$ cat config.mk
export PLATFORM = sky130hd
export DESIGN_NAME = netctl_csr_block
export DESIGN_NICKNAME = d
export VERILOG_FILES = /design/src/rtl/netctl_csr_pkg.sv /design/src/rtl/netctl_csr_ptr.sv /design/src/rtl/netctl_csr_status.sv /design/src/rtl/netctl_csr_cfg.sv /design/src/rtl/netctl_csr_block.sv
export SDC_FILE = /design/constraint.sdc
export NUM_CORES = 1
export LEC_CHECK = 0
export BUFFER_PORTS_ARGS = -buffer_cell sky130_fd_sc_hd__buf_2
export CORE_MARGIN = 2
export CORE_UTILIZATION = 46
export DETAILED_ROUTE_END_ITERATION = 8
export HOLD_SLACK_MARGIN = 0.15
export PLACE_DENSITY = 0.77
export SKIP_CTS_REPAIR_TIMING = 1
export SLEW_MARGIN = 20
export SYNTH_ARGS = -nofsm -noshare
export SYNTH_HDL_FRONTEND = slang
export SYNTH_SLANG_ARGS = --single-unit
$ cat constraint.sdc
create_clock -name clk -period 1.3 [get_ports clk]
set_clock_uncertainty 0.05 [all_clocks]
set_input_delay 0.065 -clock clk [delete_from_list [all_inputs] [get_ports clk]]
set_output_delay 0.065 -clock clk [all_outputs]
set_load 0.005 [all_outputs]
$ cat src/rtl/netctl_csr_pkg.sv
// Package: shared constants and types of the controller register block.
// Assumes a 16-bit host word and four indirectly selected registers.
package netctl_csr_pkg;
    localparam int CSR_W    = 16;
    localparam int PTR_W    = 2;
    localparam int NUM_CSR  = 1 << PTR_W;
    localparam int FLAG_N   = 7;
    localparam int FLAG_LSB = 8;
    localparam int ERR_LO   = 3;   // first error flag within the flag vector

    localparam int B_INIT = 0;
    localparam int B_STRT = 1;
    localparam int B_STOP = 2;
    localparam int B_TDMD = 3;
    localparam int B_TXON = 4;
    localparam int B_RXON = 5;
    localparam int B_INEA = 6;
    localparam int B_INTR = 7;
    localparam int B_ERR  = 15;

    typedef enum logic [PTR_W-1:0] {
        SEL_STATUS  = 2'd0,
        SEL_ADDR_LO = 2'd1,
        SEL_ADDR_HI = 2'd2,
        SEL_BUSCFG  = 2'd3
    } csr_sel_e;
endpackage

$ cat src/rtl/netctl_csr_ptr.sv
// Module: sticky register pointer with one-hot decode.
// Assumes ptr_wr and data_acc are never high together (top derives both
// from one select line).
module netctl_csr_ptr #(
    parameter int SEL_W = 2
) (
    input  logic                    clk,
    input  logic                    rst_n,
    input  logic                    ptr_wr,
    input  logic [SEL_W-1:0]        ptr_wdata,
    input  logic                    data_acc,
    output logic [SEL_W-1:0]        sel_q,
    output logic [(1<<SEL_W)-1:0]   sel_hot
);
    localparam int SEL_N = 1 << SEL_W;

    // Purpose: hold the selection until the host rewrites it.
    always_ff @(posedge clk) begin
        if (!rst_n)      sel_q <= '0;
        else if (ptr_wr) sel_q <= ptr_wdata;
    end

    // Purpose: one decode line per selectable register.
    for (genvar g = 0; g < SEL_N; g++) begin : g_dec
        assign sel_hot[g] = (sel_q == SEL_W'(g));
    end

    p_sel_sticky_r2: assert property (@(posedge clk) disable iff (!rst_n)
        data_acc |=> $stable(sel_q));
    p_sel_onehot_r2: assert property (@(posedge clk) disable iff (!rst_n)
        $countones(sel_hot) == 1);
endmodule

$ cat src/rtl/netctl_csr_status.sv
// Module: status/command word. Holds set-on-one commands, run state,
// write-one-to-clear event flags, derived summaries and the interrupt.
// Assumes wr_en is already qualified by pointer == 0 and a data write.
module netctl_csr_status
    import netctl_csr_pkg::*;
(
    input  logic              clk,
    input  logic              rst_n,
    input  logic              wr_en,
    input  logic [CSR_W-1:0]  wdata,
    input  logic [FLAG_N-1:0] ev_flag,
    input  logic              tdmd_ack,
    output logic [CSR_W-1:0]  csr_word,
    output logic              stopped,
    output logic              cmd_init,
    output logic              cmd_start,
    output logic              cmd_tdmd,
    output logic              irq
);
    logic              init_q, strt_q, stop_q, tdmd_q, txon_q, rxon_q, inea_q;
    logic [FLAG_N-1:0] flag_q;
    logic              stop_hit, start_hit, init_hit, tdmd_hit;
    logic              intr, err;
    logic              unused_wbits;

    assign unused_wbits = ^{wdata[B_ERR], wdata[B_INTR], wdata[B_RXON], wdata[B_TXON]};

    // Purpose: decode command writes with stop taking priority.
    always_comb begin
        stop_hit  = wr_en & wdata[B_STOP];
        start_hit = wr_en & wdata[B_STRT] & ~stop_hit;
        init_hit  = wr_en & wdata[B_INIT] & ~stop_hit;
        tdmd_hit  = wr_en & wdata[B_TDMD] & ~stop_hit;
    end

    // Purpose: run state, command bits and interrupt enable.
    always_ff @(posedge clk) begin
        if (!rst_n) begin
            stop_q <= 1'b1;
            init_q <= 1'b0; strt_q <= 1'b0; tdmd_q <= 1'b0;
            txon_q <= 1'b0; rxon_q <= 1'b0; inea_q <= 1'b0;
        end else if (stop_hit) begin
            stop_q <= 1'b1;
            init_q <= 1'b0; strt_q <= 1'b0; tdmd_q <= 1'b0;
            txon_q <= 1'b0; rxon_q <= 1'b0; inea_q <= 1'b0;
        end else begin
            if (start_hit || init_hit) stop_q <= 1'b0;
            if (init_hit) init_q <= 1'b1;
            if (start_hit) begin
                strt_q <= 1'b1;
                txon_q <= 1'b1;
                rxon_q <= 1'b1;
            end
            if (tdmd_hit)      tdmd_q <= 1'b1;
            else if (tdmd_ack) tdmd_q <= 1'b0;
            if (wr_en) inea_q <= wdata[B_INEA];
        end
    end

    // Purpose: one event flag per slice; a pulse beats any clear.
    for (genvar i = 0; i < FLAG_N; i++) begin : g_flag
        logic clr_hit;
        assign clr_hit = wr_en & wdata[FLAG_LSB + i];

        always_ff @(posedge clk) begin
            if (!rst_n) flag_q[i] <= 1'b0;
            else        flag_q[i] <= ev_flag[i] | (flag_q[i] & ~clr_hit & ~stop_hit);
        end

        p_event_wins_r5: assert property (@(posedge clk) disable iff (!rst_n)
            ev_flag[i] |=> flag_q[i]);
        p_flag_hold_r4: assert property (@(posedge clk) disable iff (!rst_n)
            (flag_q[i] && !wr_en) |=> flag_q[i]);
    end

    // Purpose: summaries and the assembled readable word.
    always_comb begin
        intr = |flag_q;
        err  = |flag_q[FLAG_N-1:ERR_LO];
        csr_word = '0;
        csr_word[B_INIT] = init_q;
        csr_word[B_STRT] = strt_q;
        csr_word[B_STOP] = stop_q;
        csr_word[B_TDMD] = tdmd_q;
        csr_word[B_TXON] = txon_q;
        csr_word[B_RXON] = rxon_q;
        csr_word[B_INEA] = inea_q;
        csr_word[B_INTR] = intr;
        csr_word[FLAG_LSB +: FLAG_N] = flag_q;
        csr_word[B_ERR]  = err;
    end

    assign stopped   = stop_q;
    assign cmd_init  = init_q;
    assign cmd_start = strt_q;
    assign cmd_tdmd  = tdmd_q;
    assign irq       = intr & inea_q;

    p_stop_priority_r7: assert property (@(posedge clk) disable iff (!rst_n)
        stop_hit |=> (stop_q && !strt_q && !init_q && !txon_q && !rxon_q && !inea_q));
    p_start_runs_r6: assert property (@(posedge clk) disable iff (!rst_n)
        start_hit |=> (!stop_q && txon_q && rxon_q));
    p_tdmd_ack_r12: assert property (@(posedge clk) disable iff (!rst_n)
        (tdmd_ack && !tdmd_hit) |=> !tdmd_q);
    p_irq_needs_en_r10: assert property (@(posedge clk) disable iff (!rst_n)
        irq |-> (inea_q && (flag_q != '0)));
endmodule

$ cat src/rtl/netctl_csr_cfg.sv
// Module: configuration words (init-block address low/high, bus options).
// Assumes the caller marks which config word is selected; writes are
// accepted only while the controller is stopped.
module netctl_csr_cfg
    import netctl_csr_pkg::*;
#(
    parameter int HI_ADDR_W = 8,
    parameter int BUS_OPT_W = 3
) (
    input  logic                          clk,
    input  logic                          rst_n,
    input  logic                          wr_en,
    input  logic [NUM_CSR-2:0]            sel_cfg,
    input  logic [CSR_W-1:0]              wdata,
    input  logic                          stopped,
    output logic [CSR_W-1:0]              csr1_word,
    output logic [CSR_W-1:0]              csr2_word,
    output logic [CSR_W-1:0]              csr3_word,
    output logic [HI_ADDR_W+CSR_W-1:0]    iblk_addr,
    output logic [BUS_OPT_W-1:0]          bus_opt
);
    localparam int LO_W  = CSR_W - 1;
    localparam int RSV_W = CSR_W - HI_ADDR_W;

    logic [LO_W-1:0]      lo_q;
    logic [HI_ADDR_W-1:0] hi_q;
    logic [RSV_W-1:0]     rsv_q;
    logic [BUS_OPT_W-1:0] opt_q;
    logic                 wr_ok;

    assign wr_ok = wr_en & stopped;

    // Purpose: the three lockable configuration words.
    always_ff @(posedge clk) begin
        if (!rst_n) begin
            lo_q  <= '0;
            hi_q  <= '0;
            rsv_q <= '0;
            opt_q <= '0;
        end else if (wr_ok) begin
            if (sel_cfg[0]) lo_q <= wdata[CSR_W-1:1];
            if (sel_cfg[1]) {rsv_q, hi_q} <= wdata;
            if (sel_cfg[2]) opt_q <= wdata[BUS_OPT_W-1:0];
        end
    end

    assign csr1_word = {lo_q, 1'b0};
    assign csr2_word = {rsv_q, hi_q};
    assign csr3_word = {(CSR_W-BUS_OPT_W)'(0), opt_q};
    assign iblk_addr = {hi_q, lo_q, 1'b0};
    assign bus_opt   = opt_q;

    p_locked_r3: assert property (@(posedge clk) disable iff (!rst_n)
        !stopped |=> $stable({lo_q, hi_q, rsv_q, opt_q}));
    p_lo_write_r11: assert property (@(posedge clk) disable iff (!rst_n)
        (wr_ok && sel_cfg[0]) |=> (lo_q == $past(wdata[CSR_W-1:1])));
endmodule

$ cat src/rtl/netctl_csr_block.sv
// Module: top of the indirect register block. Splits the host bus into
// pointer and data-port accesses and selects the read word.
// Assumes single-cycle write strobes; reads have no side effects.
module netctl_csr_block
    import netctl_csr_pkg::*;
#(
    parameter int HI_ADDR_W = 8,
    parameter int BUS_OPT_W = 3
) (
    input  logic                        clk,
    input  logic                        rst_n,
    input  logic                        bus_sel,
    input  logic                        bus_wr,
    input  logic [15:0]                 bus_wdata,
    output logic [15:0]                 bus_rdata,
    input  logic                        ev_init_done,
    input  logic                        ev_tx_done,
    input  logic                        ev_rx_done,
    input  logic                        ev_mem_err,
    input  logic                        ev_no_rxbuf,
    input  logic                        ev_sqe_err,
    input  logic                        ev_babble,
    input  logic                        tdmd_ack,
    output logic                        irq,
    output logic                        cmd_init,
    output logic                        cmd_start,
    output logic                        cmd_tdmd,
    output logic [HI_ADDR_W+15:0]       cfg_iblk_addr,
    output logic [BUS_OPT_W-1:0]        cfg_bus_opt
);
    logic [PTR_W-1:0]   sel_q;
    logic [NUM_CSR-1:0] sel_hot;
    csr_sel_e           sel_e;
    logic               ptr_wr, data_wr;
    logic               stopped;
    logic [CSR_W-1:0]   csr0_word, csr1_word, csr2_word, csr3_word, data_word;
    logic [FLAG_N-1:0]  ev_flag;

    assign ptr_wr  = bus_wr & bus_sel;
    assign data_wr = bus_wr & ~bus_sel;
    assign sel_e   = csr_sel_e'(sel_q);
    assign ev_flag = {ev_babble, ev_sqe_err, ev_no_rxbuf, ev_mem_err,
                      ev_rx_done, ev_tx_done, ev_init_done};

    netctl_csr_ptr #(.SEL_W(PTR_W)) u_ptr (
        .clk       (clk),
        .rst_n     (rst_n),
        .ptr_wr    (ptr_wr),
        .ptr_wdata (bus_wdata[PTR_W-1:0]),
        .data_acc  (data_wr),
        .sel_q     (sel_q),
        .sel_hot   (sel_hot)
    );

    netctl_csr_status u_status (
        .clk       (clk),
        .rst_n     (rst_n),
        .wr_en     (data_wr & sel_hot[SEL_STATUS]),
        .wdata     (bus_wdata),
        .ev_flag   (ev_flag),
        .tdmd_ack  (tdmd_ack),
        .csr_word  (csr0_word),
        .stopped   (stopped),
        .cmd_init  (cmd_init),
        .cmd_start (cmd_start),
        .cmd_tdmd  (cmd_tdmd),
        .irq       (irq)
    );

    netctl_csr_cfg #(.HI_ADDR_W(HI_ADDR_W), .BUS_OPT_W(BUS_OPT_W)) u_cfg (
        .clk       (clk),
        .rst_n     (rst_n),
        .wr_en     (data_wr),
        .sel_cfg   (sel_hot[NUM_CSR-1:1]),
        .wdata     (bus_wdata),
        .stopped   (stopped),
        .csr1_word (csr1_word),
        .csr2_word (csr2_word),
        .csr3_word (csr3_word),
        .iblk_addr (cfg_iblk_addr),
        .bus_opt   (cfg_bus_opt)
    );

    // Purpose: pick the read word; locked words read as zero.
    always_comb begin
        data_word = '0;
        case (sel_e)
            SEL_STATUS:  data_word = csr0_word;
            SEL_ADDR_LO: if (stopped) data_word = csr1_word;
            SEL_ADDR_HI: if (stopped) data_word = csr2_word;
            SEL_BUSCFG:  if (stopped) data_word = csr3_word;
            default:     data_word = '0;
        endcase
        bus_rdata = bus_sel ? CSR_W'(sel_q) : data_word;
    end

    p_locked_read_r3: assert property (@(posedge clk) disable iff (!rst_n)
        (!bus_sel && !stopped && sel_e != SEL_STATUS) |-> (bus_rdata == '0));
endmodule

==> results of run 1 <==
[metal layers]
metal,vias up,routed length [um],GRT usage (%)
met5,-,0,0
met4,0,201,5.82
met3,16,393,3.91
met2,104,3960,34.8
met1,1215,3340,28.9
li1,1229,-,-
[stage by stage]
stage               utilization [%]  total power [W]  cells  hold slack [ps]
floorplan                         -          0.00181    292              144
global placement               58.2          0.00202    434              256
detailed placement             58.2          0.00202    434              263
CTS                            59.8          0.00287    441            -58.4
global route                   73.9          0.00321    481              162
finish                         73.9          0.00307    481              153
[path summary, 6_finish.rpt]
check	slack (ps)	cells past startpoint	from	end
worst min-delay path	150	4	bus_wr	u_ptr.sel_q[1]
worst max register to register	-290	6	u_ptr.sel_q[1]	u_cfg.lo_q[0]
worst min register to register	430	2	u_cfg.rsv_q[3]	u_cfg.rsv_q[3]
worst max-delay path	-540	3	u_status.csr_word[12]	irq
[state kept, by name (all words and copies together) (netlist names)]
register,flops
u_status.cmd_init,1
u_status.csr_word,7
u_status.inea_q,1
u_cfg.rsv_q,8
u_cfg.bus_opt,3
u_status.stopped,1
u_cfg.hi_q,8
u_ptr.sel_q,2
u_status.cmd_tdmd,1
u_status.cmd_start,1
u_cfg.lo_q,15
[power by group]
part           switching (W)  leakage (nW)  total (W)  internal [W]
combinational       0.000308          1.19   0.000653      0.000345
sequential         0.0000450         0.392    0.00155       0.00150
clock               0.000507        0.0400   0.000873      0.000366
total               0.000860          1.62    0.00307       0.00221
[cell families after synthesis]
kind of cell / count (synthesis) / share of synthesized area [%]
AND/OR/NAND/NOR: 106 / 21.5
AO/OA/AOI/OAI: 58 / 14.8
flip-flops: 48 / 39.6
buffers and inverters: 44 / 9.59
multiplexers: 35 / 14.4
other: 1 / 0.155
[worst max-delay path, stage by stage, from the launching register on]
cell and delay, ps:
dfxtp_2 330, or4_4 570, o41a_1 390, buf_2 140
[layout make-up]
type | count | area (sq um) | area share [%]
multi-input cells | 200 | 1450 | 38.3
repair buffers | 144 | 1130 | 29.9
flip-flops and latches | 48 | 973 | 25.8
well taps | 70 | 87.6 | 2.32
clock buffers | 5 | 68.8 | 1.82
inverters | 12 | 57.6 | 1.53
clock inverters | 2 | 12.5 | 0.332
[cell usage after synthesis, drive strengths merged, types with 2 or more instances]
library cell  count
nor4b             4
nand2            67
nor2             10
nand3             4
o21ai            18
nor2b             6
a2bb2oi           2
dfxtp            48
buf              19
nor3              4
a21oi            18
mux2i            35
a21o              4
nand2b            3
a22oi             9
clkbuf           13
a221oi            2
inv              12
==> flow_summary.toml, run 1 <==
[final_layout]
layout-drive-gt1-share_pct = 42.8
layout_common_cells = "buf_2 (74), nand2_1 (62), dfxtp_1 (44)"
synthToLayoutAreaGrowth_pct = 55.5
num-fill-cells = 356
mostFrequentLayoutCell = "buf_2"
diodes = 0
final_area_sq_um = 3770
finalNetCount = 439

[critical_path]
cp_max_fo = 3
startpoint_type = "flop"
critPathCaptureType = "primary output"
crit_type = "reg -> out"
critPathRequiredTime_ps = 1190
worstPathArrival_ps = 1730

[timing]
min_period_ps = 1840
hold_viol_final = 0
final.period_utilization_pct = 142
fmax_mhz = 543
slew_viol_final = 0
rsz0062_at_grt = "true"
setup_viol = 60
finalSetupTns_ps = -11650
fin_ws_ps = -543

[routing]
via_count = 2564
via_per_inst = 5.33
wl_per_cell_um = 16.4
firstDrtPassIters = 4
postRouteWirelength_um = 7890
drtAntennaViolNets = 0
drt-initial-drc-count = 122
drcViolationCount = 0

[hold_path]
hold_class = "in -> reg"

[synthesis]
async_flop_share_pct = 0
synthCells = 292
synthesis.nets = 320
synth.top_cells.by_area = "dfxtp_1 (40%), mux2i_1 (14%), nand2_1 (10%)"
syn_area_per_cell_sq_um = 8.31
yosysTopAreaCell = "dfxtp_1"
synth_top_area_share_pct = 39.6
netlist_area_sq_um = 2430
ys_seq_elements = 48
ys_seq_area_share_pct = 39.6
synth_edf_count = 0
yosys_warnings = 0
synth.distinct_cells = 39
synth_ff_type = "dfxtp_1"

[clock_network]
cts_buffers = 5
htree_levels = 2
clkTransAtPathRegs_ps = 90
cts_tree = "done"
clkSinkCount = 48
cts_root_buf = "clkbuf_8"
insertion_delay_ps = 300
cts.path.max_buffers = 2

[placement]
portBuffers = 73
dp_hpwl_um = 4750
gp_congestion = 0.854
pre_cts_ws_ps = -220
placed_area_sq_um = 2970

[power]
peakVddDrop_v = 0.000554
p_leak_nw = 1.62
power_density_nw_per_um2 = 815

[status]
status = "finished, violations left"
violations = "setup timing"

[die]
core_sq_um = 5110
die-area_sq_um = 5870
ioPinCount = 75
start_util_pct = 47.5
die_x_um = 76.6
row_count = 26
die_h_um = 76.6

[global_routing]
first_global_vias = 2155
gr-total-overflow = 0
gr-usage-all-layers_pct = 21.3
grt_pass1_wl_um = 10200
antenna_found_initial = 0
grt_max_degree = 19

[flow_run]
maxCapViolCount = 0
Note: power is estimated with default switching activity, not from simulation.
==> run 2, diff against run 1 <==
--- a/config.mk
+++ b/config.mk
@@ -12,6 +12,7 @@
 export HOLD_SLACK_MARGIN = 0.15
 export PLACE_DENSITY = 0.77
 export SKIP_CTS_REPAIR_TIMING = 1
+export SKIP_LAST_GASP = 1
 export SLEW_MARGIN = 20
 export SYNTH_ARGS = -nofsm -noshare
 export SYNTH_HDL_FRONTEND = slang
==> flow_summary.toml, run 2 (synthesized netlist as in run 1, its figures left out) <==
[status]
status = "finished, violations left"
violations = "setup timing"

[global_routing]
grt_use_met2_pct = 34.8
first_global_vias = 2155
grt.busiest_layer = "met2"
antenna_found_initial = 0
grtUsageMet1_pct = 28.9
grt_pass1_wl_um = 10200
gr-total-overflow = 0
grt_util_met3_pct = 3.91
grt_max_degree = 19
gr-usage-all-layers_pct = 21.3

[hold_path]
hold_class = "in -> reg"
whs_path_depth = 4

[final_layout]
largest-register = "u_cfg.lo_q"
largest_reg_flops = 15
instances_no_fill = 481
layout-drive-gt1-share_pct = 42.8
mostFrequentLayoutCell = "buf_2"
synthToLayoutAreaGrowth_pct = 55.2
layout_common_cells = "buf_2 (74), nand2_1 (62), dfxtp_1 (44)"
num-fill-cells = 357
diodes = 0
reg_top3 = "u_cfg.lo_q: 15 flops, u_cfg.hi_q: 8 flops, u_cfg.rsv_q: 8 flops"
finalNetCount = 439

[placement]
gp_congestion = 0.854
pre_cts_ws_ps = -220
dp_cells = 434
portBuffers = 73
dp_hpwl_um = 4750

[clock_network]
insertion_delay_ps = 300
cts_buffers = 5
htree_levels = 2
cts.path.max_buffers = 2
clkSinkCount = 48
cts_root_buf = "clkbuf_8"
cts_tree = "done"
clkTransAtPathRegs_ps = 90

[critical_path]
startpoint_type = "flop"
cp_max_fo = 3
critPathCaptureType = "primary output"
crit_type = "reg -> out"
worstPathArrival_ps = 1740
critPathRequiredTime_ps = 1190
r2r_cells = 6

[routing]
via_count = 2537
wl_per_cell_um = 16.5
drcViolationCount = 0
via_per_inst = 5.27
drt-initial-drc-count = 147
firstDrtPassIters = 4
postRouteWirelength_um = 7930
drtAntennaViolNets = 0

[timing]
setup_viol = 60
fmax_mhz = 539
rsz0062_at_grt = "true"
fin_ws_ps = -554
finalSetupTns_ps = -11530
final.period_utilization_pct = 143
slew_viol_final = 0
hold_viol_final = 0
min_period_ps = 1850

[power]
p_leak_nw = 1.62
clock_power_share_pct = 28.7
p_total_w = 0.00308
peakVddDrop_v = 0.000549
power_density_nw_per_um2 = 819
switching_share_pct = 28.3
total_switching_power_w = 0.000872
p_seq_share_pct = 50.2
p_comb_share_pct = 21.1
p_int_w = 0.00221

[die]
row_count = 26
die_h_um = 76.6
start_util_pct = 47.5
die-area_sq_um = 5870
core_sq_um = 5110
ioPinCount = 75
die_x_um = 76.6

[flow_run]
maxCapViolCount = 0
==> run 2: worst max-delay path, stage by stage (launching register included) <==
cell	delay, ps
dfxtp_2	330
or4_4	570
o41a_1	390
buf_2	140
==> run 2: power by group through the flow <==
stage	logic, W	clock network, W	registers (W)
final	0.000651	0.000884	0.00155
after global routing	0.000695	0.000956	0.00155
after CTS	0.000453	0.000883	0.00154
after detailed placement	0.000450	0	0.00157
after global placement	0.000446	0	0.00157
after floorplan	0.000250	0	0.00156
==> run 2: area by class of cell <==
cell class / count / area, sq um / area share [%]
Clock buffer: 5 / 68.8 / 1.83
Clock inverter: 2 / 12.5 / 0.332
Inverter: 12 / 57.6 / 1.53
Multi-Input combinational cell: 200 / 1440 / 38.2
Sequential cell: 48 / 973 / 25.8
Tap cell: 70 / 87.6 / 2.33
Timing Repair Buffer: 144 / 1130 / 29.9
==> run 2: path summary, 6_finish.rpt <==
kind / from / endpoint / slack, ps
max reg2reg: u_ptr.sel_q[1] / u_cfg.lo_q[0] / -280
min: bus_wr / u_ptr.sel_q[1] / 150
max: u_status.csr_word[12] / irq / -550
min reg2reg: u_cfg.rsv_q[1] / u_cfg.rsv_q[1] / 430
==> run 2: layer usage <==
layer,up-vias,wire (um)
met2,94,4060
met4,0,134
li1,1228,-
met3,11,342
met1,1204,3390
met5,-,0
==> run 2: through the flow <==
stage	cell area, sq um	hold slack [ps]	util [%]
global placement	2970	256	58.2
global route	3770	162	73.7
finish	3770	147	73.7
floorplan	2450	144	-
detailed placement	2970	263	58.2
CTS	3050	-58.4	59.8
